--- src/rtl/ccflag_pkg.sv ---
package ccflag_pkg;

    localparam int WORD_W = 32;
    localparam int WIDE_W = 2 * WORD_W;

    localparam int C_POS = 0;
    localparam int V_POS = 1;
    localparam int Z_POS = 2;
    localparam int N_POS = 3;
    localparam int X_POS = 4;
    localparam int R_POS = 8;
    localparam int MIN_STAT_W = R_POS + 1;

    typedef enum logic [3:0] {
        CC_ADD   = 4'd0,
        CC_SUB   = 4'd1,
        CC_CMP   = 4'd2,
        CC_MSTEP = 4'd3,
        CC_LOGIC = 4'd4,
        CC_MULS  = 4'd5,
        CC_MULU  = 4'd6,
        CC_LIVE  = 4'd7
    } cc_op_e;

    typedef enum logic [1:0] {
        SZ_BYTE = 2'd0,
        SZ_HALF = 2'd1,
        SZ_WORD = 2'd2,
        SZ_WIDE = 2'd3
    } cc_size_e;

    typedef struct packed {
        logic r;
        logic n;
        logic z;
        logic v;
        logic c;
    } cc_flags_t;

    // Sign bit of a word at the given operand size
    function automatic logic sized_sign(input logic [WORD_W-1:0] w, input logic [1:0] sz);
        logic s;
        case (sz)
            SZ_BYTE: s = w[7];
            SZ_HALF: s = w[15];
            default: s = w[WORD_W-1];
        endcase
        return s;
    endfunction

    // Zero test restricted to the low bits of the given operand size
    function automatic logic sized_zero(input logic [WORD_W-1:0] w, input logic [1:0] sz);
        logic zr;
        case (sz)
            SZ_BYTE: zr = (w[7:0] == 8'd0);
            SZ_HALF: zr = (w[15:0] == 16'd0);
            default: zr = (w == '0);
        endcase
        return zr;
    endfunction

endpackage

--- src/rtl/ccflag_arith.sv ---
module ccflag_arith
    import ccflag_pkg::*;
(
    input  logic              clk_i,
    input  logic              rst_ni,
    input  logic [3:0]        op_i,
    input  logic [1:0]        size_i,
    input  logic [WORD_W-1:0] src_i,
    input  logic [WORD_W-1:0] dst_i,
    input  logic [WORD_W-1:0] res_i,
    output cc_flags_t         flags_o
);

    logic        is_sub;
    logic        is_mstep;
    logic        is_short_logic;
    logic [1:0]  eff_size;
    logic [WORD_W-1:0] src_eff;
    logic        s_sign;
    logic        d_sign;
    logic        r_sign;
    logic        r_zero;
    logic        carry_raw;
    cc_flags_t   add_flags;
    cc_flags_t   out_flags;

    always_comb begin
        is_sub         = (op_i == CC_SUB) || (op_i == CC_CMP);
        is_mstep       = (op_i == CC_MSTEP);
        is_short_logic = (op_i == CC_LOGIC) && (size_i != SZ_BYTE);
        eff_size       = is_mstep ? SZ_WORD : size_i;
        src_eff        = is_sub ? ~src_i : src_i;

        s_sign = sized_sign(src_eff, eff_size);
        d_sign = sized_sign(dst_i, eff_size);
        r_sign = sized_sign(res_i, eff_size);
        r_zero = sized_zero(res_i, eff_size);

        // Sign-bit inference of overflow and carry
        add_flags = '0;
        if (r_sign) begin
            add_flags.n = 1'b1;
            add_flags.v = ~s_sign & ~d_sign;
            carry_raw   = s_sign & d_sign;
        end else begin
            add_flags.z = r_zero;
            add_flags.v = s_sign & d_sign;
            carry_raw   = s_sign | d_sign;
        end
        add_flags.c = carry_raw ^ is_sub;

        out_flags = add_flags;
        if (is_mstep) begin
            out_flags.r = add_flags.c;
            out_flags.c = 1'b0;
        end
        if (is_short_logic) begin
            out_flags   = '0;
            out_flags.n = r_sign;
            out_flags.z = ~r_sign & r_zero;
        end
    end

    assign flags_o = out_flags;


    nz_exclusive_chk: assert property (@(posedge clk_i) disable iff (!rst_ni)
        $onehot0({flags_o.n, flags_o.z}));


    mstep_no_c_chk: assert property (@(posedge clk_i) disable iff (!rst_ni)
        (op_i == CC_MSTEP) |-> !flags_o.c);


    logic_nz_only_chk: assert property (@(posedge clk_i) disable iff (!rst_ni)
        ((op_i == CC_LOGIC) && (size_i != SZ_BYTE)) |-> !(flags_o.v || flags_o.c || flags_o.r));

endmodule

--- src/rtl/ccflag_mul.sv ---
module ccflag_mul
    import ccflag_pkg::*;
(
    input  logic              signed_i,
    input  logic [WORD_W-1:0] res_i,
    input  logic [WORD_W-1:0] hi_i,
    output cc_flags_t         flags_o
);

    logic [WIDE_W-1:0] wide;
    logic [WORD_W-1:0] sext;

    always_comb begin
        wide    = {hi_i, res_i};
        sext    = {WORD_W{res_i[WORD_W-1]}};
        flags_o = '0;
        flags_o.z = (wide == '0);
        flags_o.n = wide[WIDE_W-1];
        flags_o.v = signed_i ? (hi_i != sext) : (hi_i != '0);
    end

endmodule

--- src/rtl/ccflag_merge.sv ---
module ccflag_merge
    import ccflag_pkg::*;
#(
    parameter int STAT_W = 16
) (
    input  cc_flags_t         flags_i,
    input  logic [STAT_W-1:0] old_i,
    input  logic [STAT_W-1:0] mask_i,
    output logic [STAT_W-1:0] new_o
);

    logic [STAT_W-1:0] flag_word;
    logic [STAT_W-1:0] x_bit;
    logic [STAT_W-1:0] wr_mask;

    always_comb begin
        flag_word        = '0;
        flag_word[C_POS] = flags_i.c;
        flag_word[V_POS] = flags_i.v;
        flag_word[Z_POS] = flags_i.z;
        flag_word[N_POS] = flags_i.n;
        flag_word[R_POS] = flags_i.r;

        x_bit        = '0;
        x_bit[X_POS] = 1'b1;
        wr_mask      = mask_i | x_bit;
        // Chained zero: a new Z of 1 may not set Z while X is active
        if (old_i[X_POS] && flags_i.z) begin
            wr_mask[Z_POS] = 1'b0;
        end

        new_o = (old_i & ~wr_mask) | (flag_word & wr_mask);
    end

endmodule

--- src/rtl/ccflag_eval.sv ---
module ccflag_eval
    import ccflag_pkg::*;
#(
    parameter int STAT_W = 16
) (
    input  logic              clk_i,
    input  logic              rst_ni,
    input  logic              start_i,
    input  logic [3:0]        op_i,
    input  logic [1:0]        size_i,
    input  logic [31:0]       src_i,
    input  logic [31:0]       dst_i,
    input  logic [31:0]       res_i,
    input  logic [31:0]       hi_i,
    input  logic [STAT_W-1:0] status_i,
    input  logic [STAT_W-1:0] mask_i,
    output logic [STAT_W-1:0] status_o,
    output logic              valid_o
);

    typedef struct packed {
        logic              vld;
        logic [STAT_W-1:0] stat;
    } state_t;

    state_t            st_d;
    state_t            st_q;
    cc_flags_t         arith_flags;
    cc_flags_t         mul_flags;
    cc_flags_t         sel_flags;
    logic [STAT_W-1:0] merged;
    logic              is_mul;

    initial begin
        if (STAT_W < MIN_STAT_W) $error("STAT_W must hold the R flag");
    end

    ccflag_arith u_arith (
        .clk_i   (clk_i),
        .rst_ni  (rst_ni),
        .op_i    (op_i),
        .size_i  (size_i),
        .src_i   (src_i),
        .dst_i   (dst_i),
        .res_i   (res_i),
        .flags_o (arith_flags)
    );

    ccflag_mul u_mul (
        .signed_i (op_i == CC_MULS),
        .res_i    (res_i),
        .hi_i     (hi_i),
        .flags_o  (mul_flags)
    );

    ccflag_merge #(.STAT_W(STAT_W)) u_merge (
        .flags_i (sel_flags),
        .old_i   (status_i),
        .mask_i  (mask_i),
        .new_o   (merged)
    );

    always_comb begin
        is_mul    = (op_i == CC_MULS) || (op_i == CC_MULU);
        sel_flags = is_mul ? mul_flags : arith_flags;

        st_d     = st_q;
        st_d.vld = 1'b0;
        if (start_i) begin
            st_d.vld  = 1'b1;
            st_d.stat = (op_i == CC_LIVE) ? status_i : merged;
        end
    end

    always_ff @(posedge clk_i) begin
        if (!rst_ni) begin
            st_q <= '0;
        end else begin
            st_q <= st_d;
        end
    end

    assign status_o = st_q.stat;
    assign valid_o  = st_q.vld;


    valid_after_start_chk: assert property (@(posedge clk_i) disable iff (!rst_ni)
        start_i |=> valid_o);


    idle_hold_chk: assert property (@(posedge clk_i) disable iff (!rst_ni)
        !start_i |=> (!valid_o && $stable(status_o)));


    x_cleared_chk: assert property (@(posedge clk_i) disable iff (!rst_ni)
        (start_i && op_i != CC_LIVE) |=> !status_o[X_POS]);


    unmasked_kept_chk: assert property (@(posedge clk_i) disable iff (!rst_ni)
        (start_i && op_i != CC_LIVE) |=>
            (((status_o ^ $past(status_i)) & ~$past(mask_i) & ~(STAT_W'(1) << X_POS)) == '0));


    sticky_z_chk: assert property (@(posedge clk_i) disable iff (!rst_ni)
        (start_i && op_i != CC_LIVE && status_i[X_POS] && !status_i[Z_POS]) |=> !status_o[Z_POS]);


    live_pass_chk: assert property (@(posedge clk_i) disable iff (!rst_ni)
        (start_i && op_i == CC_LIVE) |=> (status_o == $past(status_i)));

endmodule

--- config.mk ---
export PLATFORM = sky130hd
export DESIGN_NAME = ccflag_eval
export DESIGN_NICKNAME = d
export VERILOG_FILES = /design/src/rtl/ccflag_pkg.sv /design/src/rtl/ccflag_arith.sv /design/src/rtl/ccflag_mul.sv /design/src/rtl/ccflag_merge.sv /design/src/rtl/ccflag_eval.sv
export SDC_FILE = /design/constraint.sdc
export NUM_CORES = 1
export LEC_CHECK = 0
export BUFFER_PORTS_ARGS = -buffer_cell sky130_fd_sc_hd__buf_2
export CAP_MARGIN = 5
export CORE_AREA = 2 2 73 75
export CTS_BUF_LIST = sky130_fd_sc_hd__clkbuf_2
export DETAILED_ROUTE_END_ITERATION = 7
export DIE_AREA = 0 0 75 77
export PLACE_DENSITY = 0.74
export REMOVE_ABC_BUFFERS = 1
export SYNTH_ARGS = -nofsm -noshare
export SYNTH_HDL_FRONTEND = slang
export SYNTH_SLANG_ARGS = --single-unit
--- constraint.sdc ---
create_clock -name clk_i -period 3.55 [get_ports clk_i]
set_clock_uncertainty 0.2 [all_clocks]
set_input_delay 0.8875 -clock clk_i [delete_from_list [all_inputs] [get_ports clk_i]]
set_output_delay 0.8875 -clock clk_i [all_outputs]
set_load 0.005 [all_outputs]
==> reports/metrics.csv <==
metric,value,unit
synth-main-ff-cell,dfxtp_1,
finalCritPeriodShare,64.36,%
drt-initial-drc-count,76,
whs,0.2844,ns
setup_viol,0,
ff2ff_setup_slack,2.30,ns
switching_power,0.1369,mW
crit_family,simple AND/OR/NAND/NOR gates,
multiInputGateArea,980.9,um^2
clock_sinks,17,
synthArstFlopShare,0,%
clkPwrFrac,19.1,%
die_h,77,um
clk_pin_slew_worst_paths,0.16,ns
cp_slowest_stage_delay,0.34,ns
synth_seq_cells,17,
cp_num_buf_inv,1,
regArea,340.3,um^2
slew_violations,0,
critPathRequiredTime,3.56,ns
worstSetupStartpointType,input port,
cts_root_buf,clkbuf_2,
die-area,5775,um^2
grt_pass1_wl,7.493,mm
rows,26,
slowest_stage,or3_4,
utilization,42.06,%
power_density,216.4,nW/um^2
post_dp_cell_area,2073,um^2
worst_r2r_startpoint,status_o[0],
holdPathEnd,status_o[13],
tightest_slew,0.4256,ns
cellLeakagePower,0.9751,nW
drt_wl_total,4.749,mm
hold_class,reg2reg,
pre_cts_slack,0.9473,ns
crit_start,op_i[1],
cp-end-kind,flip-flop,
clock_latency,0.27,ns
fillCellCount,540,
p_seq_share,45.1,%
syn_area,1406,um^2
post-route-min-period,2.285,ns
hold_depth,2,
cts_tree,done,
cts_buffers,3,
grt_max_degree,21,
tns,0,ns
irDropWorstVdd,0.00009921,V
max_slew_margin,71.57,%
hpwl,3.971,mm
ys_seq_area_share,24.20,%
setup_slack,1.265,ns
ant_nets,0,
netSwitchingFraction,30.23,%
post_drt_wl_per_cell,12.63,um
yosysWarnings,0,
antenna_found_initial,0,
cts_hold_buf,0,
clk_path_buf_depth,2,
synth_edf_count,0,
drive_gt1_share,47.06,%
rsz0062_at_grt,no,
grt_pass1_vias,1678,
firstDrtPassIters,4,
synth_area_per_cell,7.685,um^2
worstPathMaxFanout,8,
place.gp.congestion,0.8028,
cts_resized,0,
routed_via_density,4.875,
post_cts_buffers,0,
grt_usage,16.03,%
reg2reg_depth,4,
syn_inst,183,
die_w,75,um
start_util,28.26,%
htreeDepth,1,
p_int,0.3160,mW
fmax,437.7,MHz
worstSetupPathType,in2reg,
diodes,0,
overflow,0,
path_cells,buf_2 -> xnor2_1 -> nor3_1 -> o211a_1 -> or3_4 -> a32o_1,
layout.nets,476,
r2r-end,status_o[0],
maxCapViolCount,0,
syn_to_final_growth,48.84,%
ys_types,50,
hold_violations,0,
status,completed,
ios,186,
critPathArrivalTime,2.29,ns
vias,1833,
coreArea,4977,um^2
worstHoldStart,status_o[13],
numPortBuffers,126,
drc,0,
pwr-share-comb,35.7,%
stdcell_area,2093,um^2
==> flip-flops by register name, summed over array words and instances (netlist names) <==
name,count
status_o,16
valid_o,1
==> how the worst max path moves through the flow <==
stage                              to  slack [ns]  cells past startpoint
after CTS                 status_o[8]        1.29                      6
after floorplan           status_o[8]        1.15                      5
final                     status_o[8]        1.27                      6
after global placement    status_o[8]        0.96                      6
after detailed placement  status_o[8]        0.95                      6
after global routing      status_o[8]        1.24                      6
==> metrics by stage <==
step	std cells	power [mW]
after floorplan	174	0.2708
after global placement	372	0.3670
final	376	0.4530
after CTS	376	0.4603
after detailed placement	372	0.3706
after global routing	376	0.4872
==> power groups by stage <==
stage / registers (mW) / logic, mW / clock network (mW)
3_5_place_dp: 0.209 / 0.162 / 0
5_1_grt: 0.206 / 0.182 / 0.0993
6_report: 0.204 / 0.162 / 0.0867
4_1_cts: 0.205 / 0.163 / 0.0929
3_3_place_gp: 0.208 / 0.159 / 0
2_1_floorplan: 0.210 / 0.0610 / 0
==> routing by layer <==
metal / part of all wire (%) / GRT usage (%) / wire (um) / vias up
met5: 0 / 0 / 0 / -
met4: 0.57 / 1.607 / 27 / 0
met3: 10 / 7.227 / 479 / 4
met2: 46 / 26.75 / 2203 / 64
met1: 43 / 19.30 / 2038 / 805
li1: - / - / - / 960
==> cells in the final DEF (no fill, tap or decap), types with 2 or more instances in the layout <==
cell type / netlist / final
buf_2: 1 / 126
nand2_1: 19 / 19
nor4_1: 17 / 17
dfxtp_1: 17 / 17
nand3_1: 14 / 14
nand2b_1: 12 / 12
a21boi_0: 12 / 12
nand4_1: 12 / 12
nor2_1: 9 / 9
inv_1: 5 / 5
o21ai_0: 4 / 4
o211ai_1: 4 / 4
clkbuf_2: 0 / 4
mux2_2: 3 / 3
a31oi_1: 3 / 3
o22ai_1: 2 / 2
and2_1: 2 / 2
xnor2_1: 2 / 2
o221ai_1: 2 / 2
or4_1: 2 / 2
o32ai_1: 2 / 2
nor3b_1: 2 / 2
a21oi_1: 2 / 2
nor3_1: 2 / 2
o311ai_0: 2 / 2
and3_1: 2 / 2
buf_4: 1 / 2
==> synth_stat cells, types with 2 or more instances <==
cell type / n / area, um^2
clkbuf_8: 2 / 27.53
nand3_1: 14 / 70.07
or4_1: 2 / 15.01
clkbuf_1: 4 / 15.01
o22ai_1: 2 / 12.51
and2_1: 2 / 12.51
a31oi_1: 3 / 18.77
mux2_2: 3 / 33.78
nor3b_1: 2 / 15.01
a21oi_1: 2 / 10.01
nor3_1: 2 / 10.01
nor4_1: 17 / 106.4
dfxtp_1: 17 / 340.3
and3_1: 2 / 12.51
xnor2_1: 2 / 17.52
o211ai_1: 4 / 30.03
a21boi_0: 12 / 90.09
nor2_1: 9 / 33.78
nand4_1: 12 / 75.07
nand2_1: 19 / 71.32
nand2b_1: 12 / 75.07
o21ai_0: 4 / 20.02
o311ai_0: 2 / 17.52
o221ai_1: 2 / 17.52
o32ai_1: 2 / 17.52
inv_1: 5 / 18.77
==> layout make-up <==
class                   instances  share of cell area, %
clock buffers                   4                 0.9564
inverters                       5                 0.8966
well taps                      70                  4.184
multi-input cells             152                  46.86
flip-flops and latches         17                  16.26
repair buffers                128                  30.84
==> cells by family (layout without fill, tap and decap cells) <==
group,after synthesis,after routing,share of synthesized area (%)
xor gates and xnor gates,3,3,2.403
DFF,17,17,24.20
AOI/OAI and AO/OA,43,43,22.96
and+or+nand+nor,102,102,40.93
buffers and inverters,14,137,6.050
muxes,4,4,3.469
==> worst register-to-register path, stage by stage, from the launching register on <==
cell and delay (ns):
dfxtp_1 0.38, o221ai_1 0.14, nor3b_1 0.20, o311ai_0 0.15, o211ai_1 0.12
(Power assumes the default switching activity.)
